File: src/rtl/trav_pkg.sv
package trav_pkg;
    localparam int RAYS = 64;
    localparam int AW   = 32;

    typedef logic [RAYS-1:0] rmask_t;
    typedef logic [AW-1:0]   naddr_t;

    typedef struct packed {
        naddr_t addr;
        rmask_t mask;
    } branch_t;

    typedef enum logic [2:0] {
        S_IDLE, S_REQ, S_WAIT, S_LEAF, S_LWAIT, S_POP, S_DONE
    } st_e;
endpackage

File: src/rtl/trav_child_sel.sv
module trav_child_sel
    import trav_pkg::*;
(
    input  rmask_t cur_mask,
    input  rmask_t near_hit,
    input  rmask_t far_hit,
    input  rmask_t retired,
    output rmask_t near_mask,
    output rmask_t far_mask,
    output logic   near_any,
    output logic   far_any
);
    rmask_t live;

    always_comb begin
        live      = cur_mask & ~retired;
        near_mask = live & near_hit;
        far_mask  = live & far_hit;
        near_any  = |near_mask;
        far_any   = |far_mask;
    end
endmodule

File: src/rtl/trav_mask_stack.sv
module trav_mask_stack
    import trav_pkg::*;
#(
    parameter int DEPTH = 32
) (
    input  logic    clk,
    input  logic    rst_n,
    input  logic    push,
    input  logic    pop,
    input  branch_t push_ent,
    output branch_t top_ent,
    output logic    empty,
    output logic    full
);
    localparam int PW = $clog2(DEPTH + 1);

    branch_t       mem_q [DEPTH];
    logic [PW-1:0] sp_d, sp_q;

    always_comb begin
        sp_d = sp_q;
        if (push && !full)      sp_d = sp_q + 1'b1;
        else if (pop && !empty) sp_d = sp_q - 1'b1;
        empty   = (sp_q == '0);
        full    = (sp_q == PW'(DEPTH));
        top_ent = empty ? '0 : mem_q[sp_q - 1'b1];
    end

    always_ff @(posedge clk or negedge rst_n) begin
        if (!rst_n) sp_q <= '0;
        else        sp_q <= sp_d;
    end

    for (genvar i = 0; i < DEPTH; i++) begin : g_slot
        always_ff @(posedge clk) begin
            if (push && !full && sp_q == PW'(i)) mem_q[i] <= push_ent;
        end
    end
endmodule

File: src/rtl/pkt_trav_ctrl.sv
module pkt_trav_ctrl
    import trav_pkg::*;
#(
    parameter int STACK_DEPTH = 32
) (
    input  logic                       clk,
    input  logic                       rst_n,
    input  logic                       start_valid,
    output logic                       start_ready,
    input  logic [trav_pkg::AW-1:0]    start_addr,
    input  logic [trav_pkg::RAYS-1:0]  start_mask,
    output logic                       nreq_valid,
    input  logic                       nreq_ready,
    output logic [trav_pkg::AW-1:0]    nreq_addr,
    input  logic                       nrsp_valid,
    input  logic                       nrsp_is_leaf,
    input  logic [trav_pkg::AW-1:0]    nrsp_near_addr,
    input  logic [trav_pkg::AW-1:0]    nrsp_far_addr,
    input  logic [trav_pkg::AW-1:0]    nrsp_list_addr,
    input  logic [trav_pkg::RAYS-1:0]  nrsp_near_hit,
    input  logic [trav_pkg::RAYS-1:0]  nrsp_far_hit,
    output logic                       leaf_valid,
    input  logic                       leaf_ready,
    output logic [trav_pkg::AW-1:0]    leaf_addr,
    output logic [trav_pkg::RAYS-1:0]  leaf_mask,
    input  logic                       lres_valid,
    input  logic [trav_pkg::RAYS-1:0]  lres_hit,
    output logic                       done_valid,
    output logic [trav_pkg::RAYS-1:0]  done_hits
);
    typedef struct packed {
        st_e    st;
        naddr_t addr;
        rmask_t mask;
        rmask_t pkt;
        rmask_t hits;
    } ctl_t;

    ctl_t    ctl_d, ctl_q;
    logic    push, pop, stk_empty, stk_full;
    branch_t push_ent, top_ent;
    rmask_t  near_mask, far_mask, new_hits, pop_mask;
    logic    near_any, far_any;
    rmask_t  retired_q;

    assign retired_q = ctl_q.hits;

    trav_child_sel u_sel (
        .cur_mask  (ctl_q.mask),
        .near_hit  (nrsp_near_hit),
        .far_hit   (nrsp_far_hit),
        .retired   (ctl_q.hits),
        .near_mask (near_mask),
        .far_mask  (far_mask),
        .near_any  (near_any),
        .far_any   (far_any)
    );

    trav_mask_stack #(.DEPTH(STACK_DEPTH)) u_stk (
        .clk      (clk),
        .rst_n    (rst_n),
        .push     (push),
        .pop      (pop),
        .push_ent (push_ent),
        .top_ent  (top_ent),
        .empty    (stk_empty),
        .full     (stk_full)
    );

    always_comb begin
        ctl_d       = ctl_q;
        push        = 1'b0;
        pop         = 1'b0;
        push_ent    = '0;
        start_ready = 1'b0;
        nreq_valid  = 1'b0;
        leaf_valid  = 1'b0;
        done_valid  = 1'b0;
        new_hits    = ctl_q.hits | (lres_hit & ctl_q.mask);
        pop_mask    = top_ent.mask & ~ctl_q.hits;

        unique case (ctl_q.st)
            S_IDLE: begin
                start_ready = 1'b1;
                if (start_valid) begin
                    ctl_d.addr = start_addr;
                    ctl_d.mask = start_mask;
                    ctl_d.pkt  = start_mask;
                    ctl_d.hits = '0;
                    ctl_d.st   = (start_mask == '0) ? S_DONE : S_REQ;
                end
            end
            S_REQ: begin
                nreq_valid = 1'b1;
                if (nreq_ready) ctl_d.st = S_WAIT;
            end
            S_WAIT: begin
                if (nrsp_valid) begin
                    if (nrsp_is_leaf) begin
                        ctl_d.addr = nrsp_list_addr;
                        ctl_d.st   = S_LEAF;
                    end else if (near_any) begin
                        ctl_d.addr    = nrsp_near_addr;
                        ctl_d.mask    = near_mask;
                        ctl_d.st      = S_REQ;
                        push          = far_any;
                        push_ent.addr = nrsp_far_addr;
                        push_ent.mask = far_mask;
                    end else if (far_any) begin
                        ctl_d.addr = nrsp_far_addr;
                        ctl_d.mask = far_mask;
                        ctl_d.st   = S_REQ;
                    end else begin
                        ctl_d.st = S_POP;
                    end
                end
            end
            S_LEAF: begin
                leaf_valid = 1'b1;
                if (leaf_ready) ctl_d.st = S_LWAIT;
            end
            S_LWAIT: begin
                if (lres_valid) begin
                    ctl_d.hits = new_hits;
                    ctl_d.st   = ((ctl_q.pkt & ~new_hits) == '0) ? S_DONE : S_POP;
                end
            end
            S_POP: begin
                if (stk_empty) begin
                    ctl_d.st = S_DONE;
                end else begin
                    pop = 1'b1;
                    if (pop_mask != '0) begin
                        ctl_d.addr = top_ent.addr;
                        ctl_d.mask = pop_mask;
                        ctl_d.st   = S_REQ;
                    end
                end
            end
            S_DONE: begin
                done_valid = 1'b1;
                ctl_d.st   = S_IDLE;
            end
            default: ctl_d.st = S_IDLE;
        endcase
    end

    always_ff @(posedge clk or negedge rst_n) begin
        if (!rst_n) begin
            ctl_q    <= '0;
            ctl_q.st <= S_IDLE;
        end else begin
            ctl_q <= ctl_d;
        end
    end

    assign nreq_addr = ctl_q.addr;
    assign leaf_addr = ctl_q.addr;
    assign leaf_mask = ctl_q.mask;
    assign done_hits = ctl_q.hits;
endmodule

File: config.mk
export PLATFORM = sky130hd
export DESIGN_NAME = pkt_trav_ctrl
export DESIGN_NICKNAME = d
export VERILOG_FILES = /design/src/rtl/trav_pkg.sv /design/src/rtl/trav_child_sel.sv /design/src/rtl/trav_mask_stack.sv /design/src/rtl/pkt_trav_ctrl.sv
export SDC_FILE = /design/constraint.sdc
export NUM_CORES = 2
export LEC_CHECK = 0
export BUFFER_PORTS_ARGS = -buffer_cell sky130_fd_sc_hd__buf_2
export CORE_MARGIN = 1
export CORE_UTILIZATION = 40
export DETAILED_ROUTE_END_ITERATION = 6
export GPL_ROUTABILITY_DRIVEN = 1
export PLACE_DENSITY = 0.66
export SYNTH_ARGS = -nofsm -noshare
export SYNTH_HDL_FRONTEND = slang
export SYNTH_HIERARCHICAL = 1
export SYNTH_SLANG_ARGS = --single-unit
export TNS_END_PERCENT = 20
File: constraint.sdc
create_clock -name clk -period 14.81 [get_ports clk]
set_input_delay 0.7405 -clock clk [delete_from_list [all_inputs] [get_ports clk]]
set_output_delay 0.7405 -clock clk [all_outputs]
set_load 0.1 [all_outputs]
==> flow_metrics.tcl <==
set metrics [dict create \
    status "finished clean" \
    final_nets 8133 \
    cp_cell_sequence "inv_8 > ha_4 > buf_4 > buf_4 > mux4_2 > mux2i_1 > o22ai_1 > a211o_1 > nand2b_1 > nand4_1 > nor4_1 > nand4_1 > a21oi_2 > a21oi_4 > buf_4 > buf_4 > mux2_1" \
    grt_first_pass_wirelength_um 623000 \
    dr_total_vias 77900 \
    detail-route-antenna-nets 0 \
    cpPeakStageDelay_ns 0.95 \
    crit_path_end_kind "flop" \
    setup-violations-final 0 \
    cts_sinks 3305 \
    start_util_pct 40.2 \
    rsz0062_at_grt "no" \
    dr.pass1.iters 6 \
    crit_top_cell "buf_4" \
    crit_slowest_cell "ha_4" \
    grt_max_degree 144 \
    finalMaxSlewViolations 0 \
    grt_pass1_vias 74400 \
    insertion_delay_ns 0.96 \
    wl_um 464000 \
    p_leak_nw 58.2 \
    rows 212 \
    final_cell_mix "edfxtp_1, mux2i_1, buf_2" \
    hpwl_um 286000 \
    syn_inst 7247 \
    syn_area_per_cell_sq_um 18.5 \
    die_area_sq_um 338000 \
    critPathTopFamily "buffers and inverters" \
    worst-path-buf-inv 5 \
    tightestPinTransition_ns 1.30 \
    syn_area_sq_um 134000 \
    critPathMaxFanout 66 \
    overflow 0 \
    slew_headroom_pct 12.2 \
    critPathRequiredTime_ns 15.58 \
    worst_slack_ns 6.24 \
    antenna_found_initial 117 \
    finalNonFillerCells 12500 \
    cts-root-buf "clkbuf_16" \
    p_per_area_nw_per_um2 218 \
    cts_buffers 333 \
    fin_crit_sh_pct 57.9 \
    track_usage_pct 26.8 \
    drv_cap 0 \
    finalPower_mw 33.1 \
    fin_skew_ns 0.117 \
    vdd_ir_drop_max_mv 0.283 \
    synth_nets 7644 \
    drc 0 \
    yosys_warnings 6 \
    drt-wirelength-per-cell_um 37.2 \
    place_ws_ns 6.42 \
    path_class "reg -> reg" \
    cts_max_level 5 \
    startpoint_type "flop" \
    die_y_um 581 \
    placedCellCount 11800 \
    arrival_ns 9.34 \
    drt_iter0_markers 11200 \
    fin_tns_setup_ns 0 \
    gp_congestion 0.963 \
    dieWidth_um 581 \
    area_delta_synth_final_pct 13.5 \
    ios 588 \
    clock_path_buffers 4 \
    port_buffers 587 \
    hold_viol_final 0 \
    holdCritPathClass "in -> reg" \
    period_needed_ns 8.57 \
    final_common_cell "edfxtp_1" \
    fmax_ghz 0.117 \
    vias_per_cell 6.24 \
    whs_ns 0.0605 \
    clk_pin_slew_ns 0.06 \
    core-area_sq_um 334000 \
    drive_gt1_share_pct 22.8 \
    cts_tree "built" \
]
[state kept, by name, summed over array words and instances (netlist names)]
register / flops
ctl_q: 67
u_stk/sp_q: 6
leaf_addr: 32
u_stk/mem_q: 3072
done_hits: 64
leaf_mask: 64
[worst paths after layout]
path / slack [ns] / from / end / cells past startpoint
worst max-delay path: 6.24 / u_stk/sp_q[0] / leaf_mask[23] / 17
worst min-delay path: 0.06 / lres_hit[16] / done_hits[16] / 3
worst max register to register: 6.24 / u_stk/sp_q[0] / leaf_mask[23] / 17
worst min register to register: 0.51 / ctl_q[79] / ctl_q[79] / 1
max in group asynchronous: 12.97 / rst_n / leaf_mask[26] / 3
min in group asynchronous: 0.31 / rst_n / done_hits[16] / 2
[worst register-to-register path, delay by kind of cell, from the launching register on]
family,cells,cell delay [ns]
buffers and inverters,5,2.77
AND/OR/NAND/NOR,4,1.89
multiplexers,3,1.29
adder cells (fa/ha/maj),1,0.97
AO/OA/AOI/OAI,4,0.90
flip-flops,1,0.63
[through the flow]
stage / area, sq um / utilization [%]
2_1_floorplan: 134000 / -
3_3_place_gp: 141000 / 42.3
3_5_place_dp: 141000 / 42.3
4_1_cts: 152000 / 45.6
5_1_grt: 152000 / 45.6
6_report: 152000 / 45.6
[final cells by class]
cell class	instances	area (sq um)
Timing Repair Buffer	764	4440
Antenna cell	83	208
Tap cell	4387	5490
Fill cell	28100	181000
Inverter	9	41.3
Multi-Input combinational cell	3323	33100
Sequential cell	3305	98100
Clock inverter	187	1950
Clock buffer	419	8940
[repair_timing]
| action | CTS | global route |
|---|---|---|
| gates resized for setup | 0 | 0 |
| endpoints found under the setup margin | 0 | 0 |
| buffers inserted | 0 | 0 |
| hold endpoints to repair | 51 | 0 |
| hold buffers | 1 | 0 |
[routing by layer]
layer,track usage [%],vias up,wire length (um)
met2,40.1,5642,207000
met5,0,-,246
met1,34.3,40600,166000
met4,17.4,38,34400
li1,-,30500,-
met3,7.61,1162,56900
[where the power goes]
| part | switching (mW) | leakage (nW) | total [mW] | internal [mW] |
|---|---|---|---|---|
| Sequential | 0.405 | 34.9 | 10.8 | 10.4 |
| Clock | 3.61 | 5.28 | 8.44 | 4.83 |
| Combinational | 8.97 | 18.1 | 13.9 | 4.88 |
| Total | 13.0 | 58.2 | 33.1 | 20.1 |
No activity file was read; power rests on OpenSTA's default activity.
